[src/rtl/keyin_pkg.sv]
package keyin_pkg;

  localparam int KEY_COUNT = 4;

  typedef enum logic [1:0] {
    GRP_NONE = 2'd0,
    GRP_PAIR = 2'd1,
    GRP_TRIO = 2'd2,
    GRP_ALL  = 2'd3
  } grpSel_t;

  typedef struct packed {
    logic sampleTick;
    logic useFilter;
  } keyStrobes_t;

  function automatic logic [KEY_COUNT-1:0] grpMask(input grpSel_t sel);
    case (sel)
      GRP_PAIR: grpMask = 4'b0011;
      GRP_TRIO: grpMask = 4'b0111;
      GRP_ALL:  grpMask = 4'b1111;
      default:  grpMask = 4'b0000;
    endcase
  endfunction

endpackage

[src/rtl/keyin_datapath.sv]
module keyin_datapath
  import keyin_pkg::*;
(
  input  logic                 clk,
  input  logic                 rstN,
  input  logic [KEY_COUNT-1:0] keyRaw,
  input  keyStrobes_t          strobes,
  input  grpSel_t              grpSel,
  output logic [KEY_COUNT-1:0] keyLevel,
  output logic [KEY_COUNT-1:0] keyIrq,
  output logic                 comboHit
);

  logic [KEY_COUNT-1:0] syncA, syncB;
  logic [KEY_COUNT-1:0] sampPrev, filtLvl;
  logic [KEY_COUNT-1:0] lastLvl;
  logic [KEY_COUNT-1:0] selMask;

  always_ff @(posedge clk or negedge rstN) begin
    if (!rstN) begin
      syncA <= '0;
      syncB <= '0;
    end else begin
      syncA <= keyRaw;
      syncB <= syncA;
    end
  end

  for (genvar g = 0; g < KEY_COUNT; g++) begin : gFilt
    always_ff @(posedge clk or negedge rstN) begin
      if (!rstN) begin
        sampPrev[g] <= 1'b0;
        filtLvl[g]  <= 1'b0;
      end else if (strobes.sampleTick) begin
        sampPrev[g] <= syncB[g];
        if (syncB[g] == sampPrev[g]) filtLvl[g] <= syncB[g];
      end
    end
  end

  assign keyLevel = strobes.useFilter ? filtLvl : syncB;

  always_ff @(posedge clk or negedge rstN) begin
    if (!rstN) lastLvl <= '0;
    else       lastLvl <= keyLevel;
  end

  assign keyIrq   = keyLevel & ~lastLvl;
  assign selMask  = grpMask(grpSel);
  assign comboHit = (selMask != '0) && ((syncB & selMask) == selMask);

endmodule

[src/rtl/keyin_control.sv]
module keyin_control
  import keyin_pkg::*;
#(
  parameter int SAMPLE_DIV  = 8,
  parameter int HOLD_CYCLES = 65536
) (
  input  logic        clk,
  input  logic        rstN,
  input  logic        filtEn,
  input  logic        comboHit,
  output keyStrobes_t strobes,
  output logic        rstReq
);

  localparam int DIV_W  = (SAMPLE_DIV > 1) ? $clog2(SAMPLE_DIV) : 1;
  localparam int HOLD_W = $clog2(HOLD_CYCLES + 1);
  localparam logic [DIV_W-1:0]  DIV_LAST   = DIV_W'(SAMPLE_DIV - 1);
  localparam logic [HOLD_W-1:0] HOLD_LIMIT = HOLD_W'(HOLD_CYCLES);

  logic [DIV_W-1:0]  divCnt;
  logic [HOLD_W-1:0] holdCnt;
  logic              divWrap;
  logic              atLimit;

  assign divWrap = (divCnt == DIV_LAST);
  assign atLimit = (holdCnt == HOLD_LIMIT);

  always_ff @(posedge clk or negedge rstN) begin
    if (!rstN)        divCnt <= '0;
    else if (divWrap) divCnt <= '0;
    else              divCnt <= divCnt + 1'b1;
  end

  always_ff @(posedge clk or negedge rstN) begin
    if (!rstN)         holdCnt <= '0;
    else if (!comboHit) holdCnt <= '0;
    else if (!atLimit)  holdCnt <= holdCnt + 1'b1;
  end

  assign strobes.sampleTick = divWrap;
  assign strobes.useFilter  = filtEn;
  assign rstReq             = atLimit & comboHit;

endmodule

[src/rtl/keyin_cond.sv]
module keyin_cond
  import keyin_pkg::*;
#(
  parameter int SAMPLE_DIV  = 8,
  parameter int HOLD_CYCLES = 65536
) (
  input  logic       clk,
  input  logic       rstN,
  input  logic [3:0] keyRaw,
  input  logic       filtEn,
  input  logic [1:0] comboSel,
  output logic [3:0] keyLevel,
  output logic [3:0] keyIrq,
  output logic       rstReq
);

  keyStrobes_t strobes;
  logic        comboHit;

  keyin_control #(
    .SAMPLE_DIV (SAMPLE_DIV),
    .HOLD_CYCLES(HOLD_CYCLES)
  ) u_ctrl (
    .clk     (clk),
    .rstN    (rstN),
    .filtEn  (filtEn),
    .comboHit(comboHit),
    .strobes (strobes),
    .rstReq  (rstReq)
  );

  keyin_datapath u_dp (
    .clk     (clk),
    .rstN    (rstN),
    .keyRaw  (keyRaw),
    .strobes (strobes),
    .grpSel  (grpSel_t'(comboSel)),
    .keyLevel(keyLevel),
    .keyIrq  (keyIrq),
    .comboHit(comboHit)
  );

endmodule

[config.mk]
export PLATFORM = sky130hd
export DESIGN_NAME = keyin_cond
export DESIGN_NICKNAME = d
export VERILOG_FILES = /design/src/rtl/keyin_pkg.sv /design/src/rtl/keyin_datapath.sv /design/src/rtl/keyin_control.sv /design/src/rtl/keyin_cond.sv
export SDC_FILE = /design/constraint.sdc
export NUM_CORES = 1
export LEC_CHECK = 0
export BUFFER_PORTS_ARGS = -buffer_cell sky130_fd_sc_hd__buf_4
export CAP_MARGIN = 0
export CORE_MARGIN = 5
export CORE_UTILIZATION = 55
export CTS_CLUSTER_DIAMETER = 150
export DETAILED_ROUTE_END_ITERATION = 12
export PLACE_DENSITY = 0.85
export REMOVE_ABC_BUFFERS = 1
export SYNTH_ARGS = -nofsm -noshare
export SYNTH_HDL_FRONTEND = slang
export SYNTH_SLANG_ARGS = --single-unit
[constraint.sdc]
create_clock -name clk -period 1.9 [get_ports clk]
set_input_delay 0.095 -clock clk [delete_from_list [all_inputs] [get_ports clk]]
set_output_delay 0.095 -clock clk [all_outputs]
set_load 0.1 [all_outputs]
Word-level counts from Yosys, hierarchy flattened. Index checks and enable logic that the tools add are counted. W data, S select, Z words.

Register bits after elaboration: 40. Bits of input ports: 9. Logic and storage cells: 41.

Add/sub/neg operators: 2. Eq/ne operators: 11. Multiplexer cells: 5. Bitwise logic cells: 4. Reductions and logical operators: 6.

Operator list (count): $mux W17 (2); $add A17 B1 Y17 const B (1); $eq A17 B17 Y1 const B (1); $pmux W4 S3 (1); $and A4 B4 Y4 (2); $reduce_and A2 Y1 (4); $eq A1 B1 Y1 (4); $eq A2 B2 Y1 const B (2); $eq A4 B4 Y1 (1); $mux W4 (1); $not A4 Y4 (1); $reduce_bool A4 Y1 (1); $add A3 B1 Y3 const B (1); $eq A3 B3 Y1 const B (1); $mux W3 (1); $eq A2 B1 Y1 const B (1); $ne A2 B2 Y1 const B (1); $and A1 B1 Y1 (1); $logic_and A1 B1 Y1 (1).

Depth between registers and ports, before layout.
Word-level depth: 6. Mapped depth: 6. Mapped depth without buffers: 6.

Hierarchy. Synthesis repeated with hierarchy kept, for this count alone.

Cells, all modules: 157. Area, all modules: 1790.5 um^2.

Modules (own cells, without submodules): keyin_control (instances 1, cells each 103, area an instance 1027.2 um^2, sequential area each 500.5 um^2); keyin_datapath (instances 1, cells each 54, area an instance 763.2 um^2, sequential area each 500.5 um^2).

Least setup slack after synthesis. OpenSTA, ideal clock, no wires.

Path type: register to output. Start: register u_ctrl.holdCnt[0]. End: output port rstReq. Arrival time: 2.333 ns. Path slack: -0.528 ns. Cell stages (with the launch flop): 6. Path buffers: 0. Cells stage by stage: dfrtp_1 > inv_1 > ha_1 > nor4b_1 > nand4_1 > nor2_1.

Cells in the longest elaborated chain, start to end: 2.

RTL lines: from (decl) (RTL line keyin_control.sv:21) `logic [HOLD_W-1:0] holdCnt;`; from (signal assigned) (RTL line keyin_control.sv:37) `else if (!atLimit) holdCnt <= holdCnt + 1'b1;`; $eq A17 B17 Y1 (RTL line keyin_control.sv:26) `assign atLimit = (holdCnt == HOLD_LIMIT);`; $and A1 B1 Y1 (RTL line keyin_control.sv:42) `assign rstReq = atLimit & comboHit;`; to (decl) (RTL line keyin_cond.sv:14) `output logic rstReq`.

Every way passes these cells.

Worst setup path in the final report.
Start: register u_ctrl.holdCnt[11]. End: output port rstReq.

Same word-level chain as after synthesis.

==> impl_metrics.py <==
metrics = {
    "placed_design": {
        "dp_hpwl_microns": 2220,
        "post-place-ws_ns": 0.196,
        "place_inst": 209,
        "gp_congestion": 0.900,
        "dpl_cell_area_sq_um": 1890,
        "io_buffers": 17,
    },
    "worst_setup_path": {
        "cp_top_family": "simple AND/OR/NAND/NOR gates",
        "cp.required_ns": 1.80,
        "path_buf_inv": 1,
        "crit_chain": "nor4_2, nand4_1, nor2_2, buf_12",
        "crit_fanout": 5,
        "max_stage_delay_ns": 0.43,
        "slowest_stage": "dfrtp_1",
        "crit_path_end_kind": "output pin",
        "criticalPathCategory": "flip-flop to output pin",
        "crit_arrival_ns": 1.76,
        "start_kind": "flip-flop",
    },
    "clock_tree": {
        "htreeDepth": 2,
        "clk_pin_slew_worst_paths_ns": 0.12,
        "cts_buffers": 5,
        "clock_latency_ns": 0.34,
        "root_buffer": "clkbuf_4",
        "clock_path_buffers": 2,
        "cts.sinks": 40,
        "cts_tree": "built",
    },
    "floorplan": {
        "die-area_sq_um": 4370,
        "ios": 18,
        "initial_core_util": 0.571,
        "core-area_sq_um": 3030,
        "die_w_microns": 66.1,
        "die_h_microns": 66.1,
        "rows": 20,
    },
    "finish": {
        "fin_nets": 194,
        "area_growth_pct": 22.3,
        "fin_cells": 225,
        "final_area_sq_um": 2120,
        "antenna-diode-count": 0,
        "drive_above_1_share": 0.243,
    },
    "timing": {
        "fmax_mhz": 539,
        "timing_hold_violations_final": 0,
        "rsz0062_at_grt": "true",
        "tightestPinTransition_ns": 0.478,
        "setup_slack_ns": 0.0452,
        "final.period_utilization": 0.976,
        "fin_skew_ns": 0.0121,
        "fin_hold_ws_ns": 0.0638,
        "drv_slew": 0,
        "setup_viol": 0,
        "period_needed_ns": 1.85,
        "max_slew_margin": 0.681,
    },
    "pwr": {
        "ir_drop_v": 0.000715,
        "p_int_mw": 1.34,
        "pwr-share-clk": 0.379,
        "p_per_area_nw_per_um2": 827,
        "switching_share": 0.237,
        "cellLeakagePower_nw": 0.939,
        "p_sw_uw": 414,
        "finalPower_mw": 1.75,
        "power_frac_seq": 0.508,
        "power_frac_comb": 0.114,
    },
    "hold_path": {
        "hp-class": "input port to flip-flop",
    },
    "global_routing": {
        "grt_pass1_vias": 1258,
        "grt_overflow": 0,
        "grt_pass1_wl_microns": 5580,
        "grt_max_degree": 41,
        "grt_antenna_before_repair": 0,
        "track_usage": 0.171,
    },
    "yosys": {
        "synthTopCellsByCount": "dfrtp_1 (40), nor2_1 (17), a21oi_1 (14), mux2_2 (8), xor2_1 (7)",
        "synth-async-reset-ratio": 1.00,
        "synth_area_leader_cell": "dfrtp_1",
        "synth.yosys.seq_area_share": 0.578,
        "yosysUniqueCellTypes": 30,
        "synth.top_cell.area_share": 0.578,
        "ys_seq_elements": 40,
        "synth_area_leaders": "dfrtp_1 (58%), mux2_2 (5.2%), a21oi_1 (4.0%)",
        "synth_warnings": 0,
        "synth_edf_count": 0,
        "synthCells": 153,
        "synth_area_per_cell_sq_um": 11.3,
        "ys.flop_type": "dfrtp_1",
        "yosysMostFrequentCell": "dfrtp_1",
        "syn_area_sq_um": 1730,
    },
    "status": {
        "outcome": "finished, final reports clean",
    },
    "route": {
        "wirelength_microns": 3210,
        "drc": 0,
        "drt-initial-drc-count": 40,
        "viasPerCell": 5.44,
        "drtPass1Iterations": 4,
        "via_count": 1223,
        "wl_per_cell_microns": 14.3,
        "antenna_left": 0,
    },
    "run": {
        "drv_cap": 0,
    },
}
==> cell type report <==
cell class | instances | area [sq um]
sequential | 40 | 1000
fill | 218 | 911
multi-input combinational | 103 | 719
clock buffer | 5 | 37.5
tap | 44 | 55.1
clock inverter | 2 | 60.1
inverter | 4 | 15.0
timing repair buffer | 27 | 228
==> repair_timing <==
item | 4_1_cts | 5_1_grt
hold buffers | 5 | 0
pin swaps | 1 | 2
gates resized for setup | 1 | 9
endpoints found under the hold margin | 44 | 0
setup buffers | 3 | 1
setup endpoints to repair | 1 | 1
==> routing by layer <==
metal / track usage / share of wire / vias up
met5: 0 / 0 / -
met4: 0.0787 / 0.032 / 0
met3: 0.0493 / 0.055 / 12
met2: 0.294 / 0.52 / 34
met1: 0.195 / 0.39 / 589
li1: - / - / 588
==> flip-flops by register name, summed over array words and instances (netlist names) <==
| name | flops |
|---|---|
| u_dp.filtLvl | 4 |
| u_dp.syncB | 4 |
| u_dp.sampPrev | 4 |
| u_ctrl.divCnt | 3 |
| u_dp.lastLvl | 4 |
| u_ctrl.holdCnt | 17 |
| u_dp.syncA | 4 |
==> cells by family (layout without fill, tap and decap cells) <==
logic type               Yosys count  count (layout)  synth area share
XOR/XNOR                          10              10            0.0506
multiplexers                       9               9            0.0578
buffers and inverters             10              38            0.0267
adder cells (fa/ha/maj)            4               4            0.0289
AND/OR/NAND/NOR                   60              60             0.196
AO/OA/AOI/OAI                     20              20            0.0615
flip-flops                        40              40             0.578
==> cells in the final DEF (no fill, tap or decap), types with 4 or more instances in the layout <==
| cell | instances |
|---|---|
| a21oi_1 | 14 |
| nand2_1 | 4 |
| dfrtp_1 | 39 |
| ha_1 | 4 |
| inv_1 | 4 |
| nor2_1 | 16 |
| dlygate4sd3_1 | 5 |
| nor2b_1 | 5 |
| clkbuf_4 | 5 |
| buf_4 | 21 |
| mux2_2 | 8 |
| nand2b_1 | 5 |
| nand3_1 | 6 |
| nand4_1 | 6 |
| xor2_1 | 7 |
| and4_1 | 4 |
==> power by group through the flow <==
stage	registers, mW	clock network, mW	logic, mW
2_1_floorplan	0.903	0	0.130
3_3_place_gp	0.905	0	0.185
3_5_place_dp	0.907	0	0.189
4_1_cts	0.889	0.683	0.200
5_1_grt	0.893	0.739	0.211
6_report	0.889	0.663	0.199
==> final timing paths <==
| kind | endpoint | from | slack [ns] | cells after the start |
|---|---|---|---|---|
| min in group asynchronous | u_dp.lastLvl[2]$_DFF_PN0_ | rstN | 0.25 | 2 |
| worst min-delay path | u_dp.lastLvl[1]$_DFF_PN0_ | filtEn | 0.06 | 2 |
| worst max-delay path | rstReq | u_ctrl.holdCnt[11]$_DFFE_PN0P_ | 0.05 | 4 |
| worst max register to register | u_ctrl.holdCnt[13]$_DFFE_PN0P_ | u_ctrl.holdCnt[5]$_DFFE_PN0P_ | 0.21 | 4 |
| worst min register to register | u_dp.syncB[1]$_DFF_PN0_ | u_dp.syncA[1]$_DFF_PN0_ | 0.34 | 0 |
| max in group asynchronous | u_ctrl.holdCnt[3]$_DFFE_PN0P_ | rstN | 1.30 | 2 |
==> stage by stage <==
step           utilization  setup TNS, ns
6_report             0.699              0
5_1_grt              0.699        -0.0810
4_1_cts              0.681              0
3_5_place_dp         0.624              0
3_3_place_gp         0.624              0
2_1_floorplan            -          -2.48
Note: power is estimated with default switching activity, not from simulation.
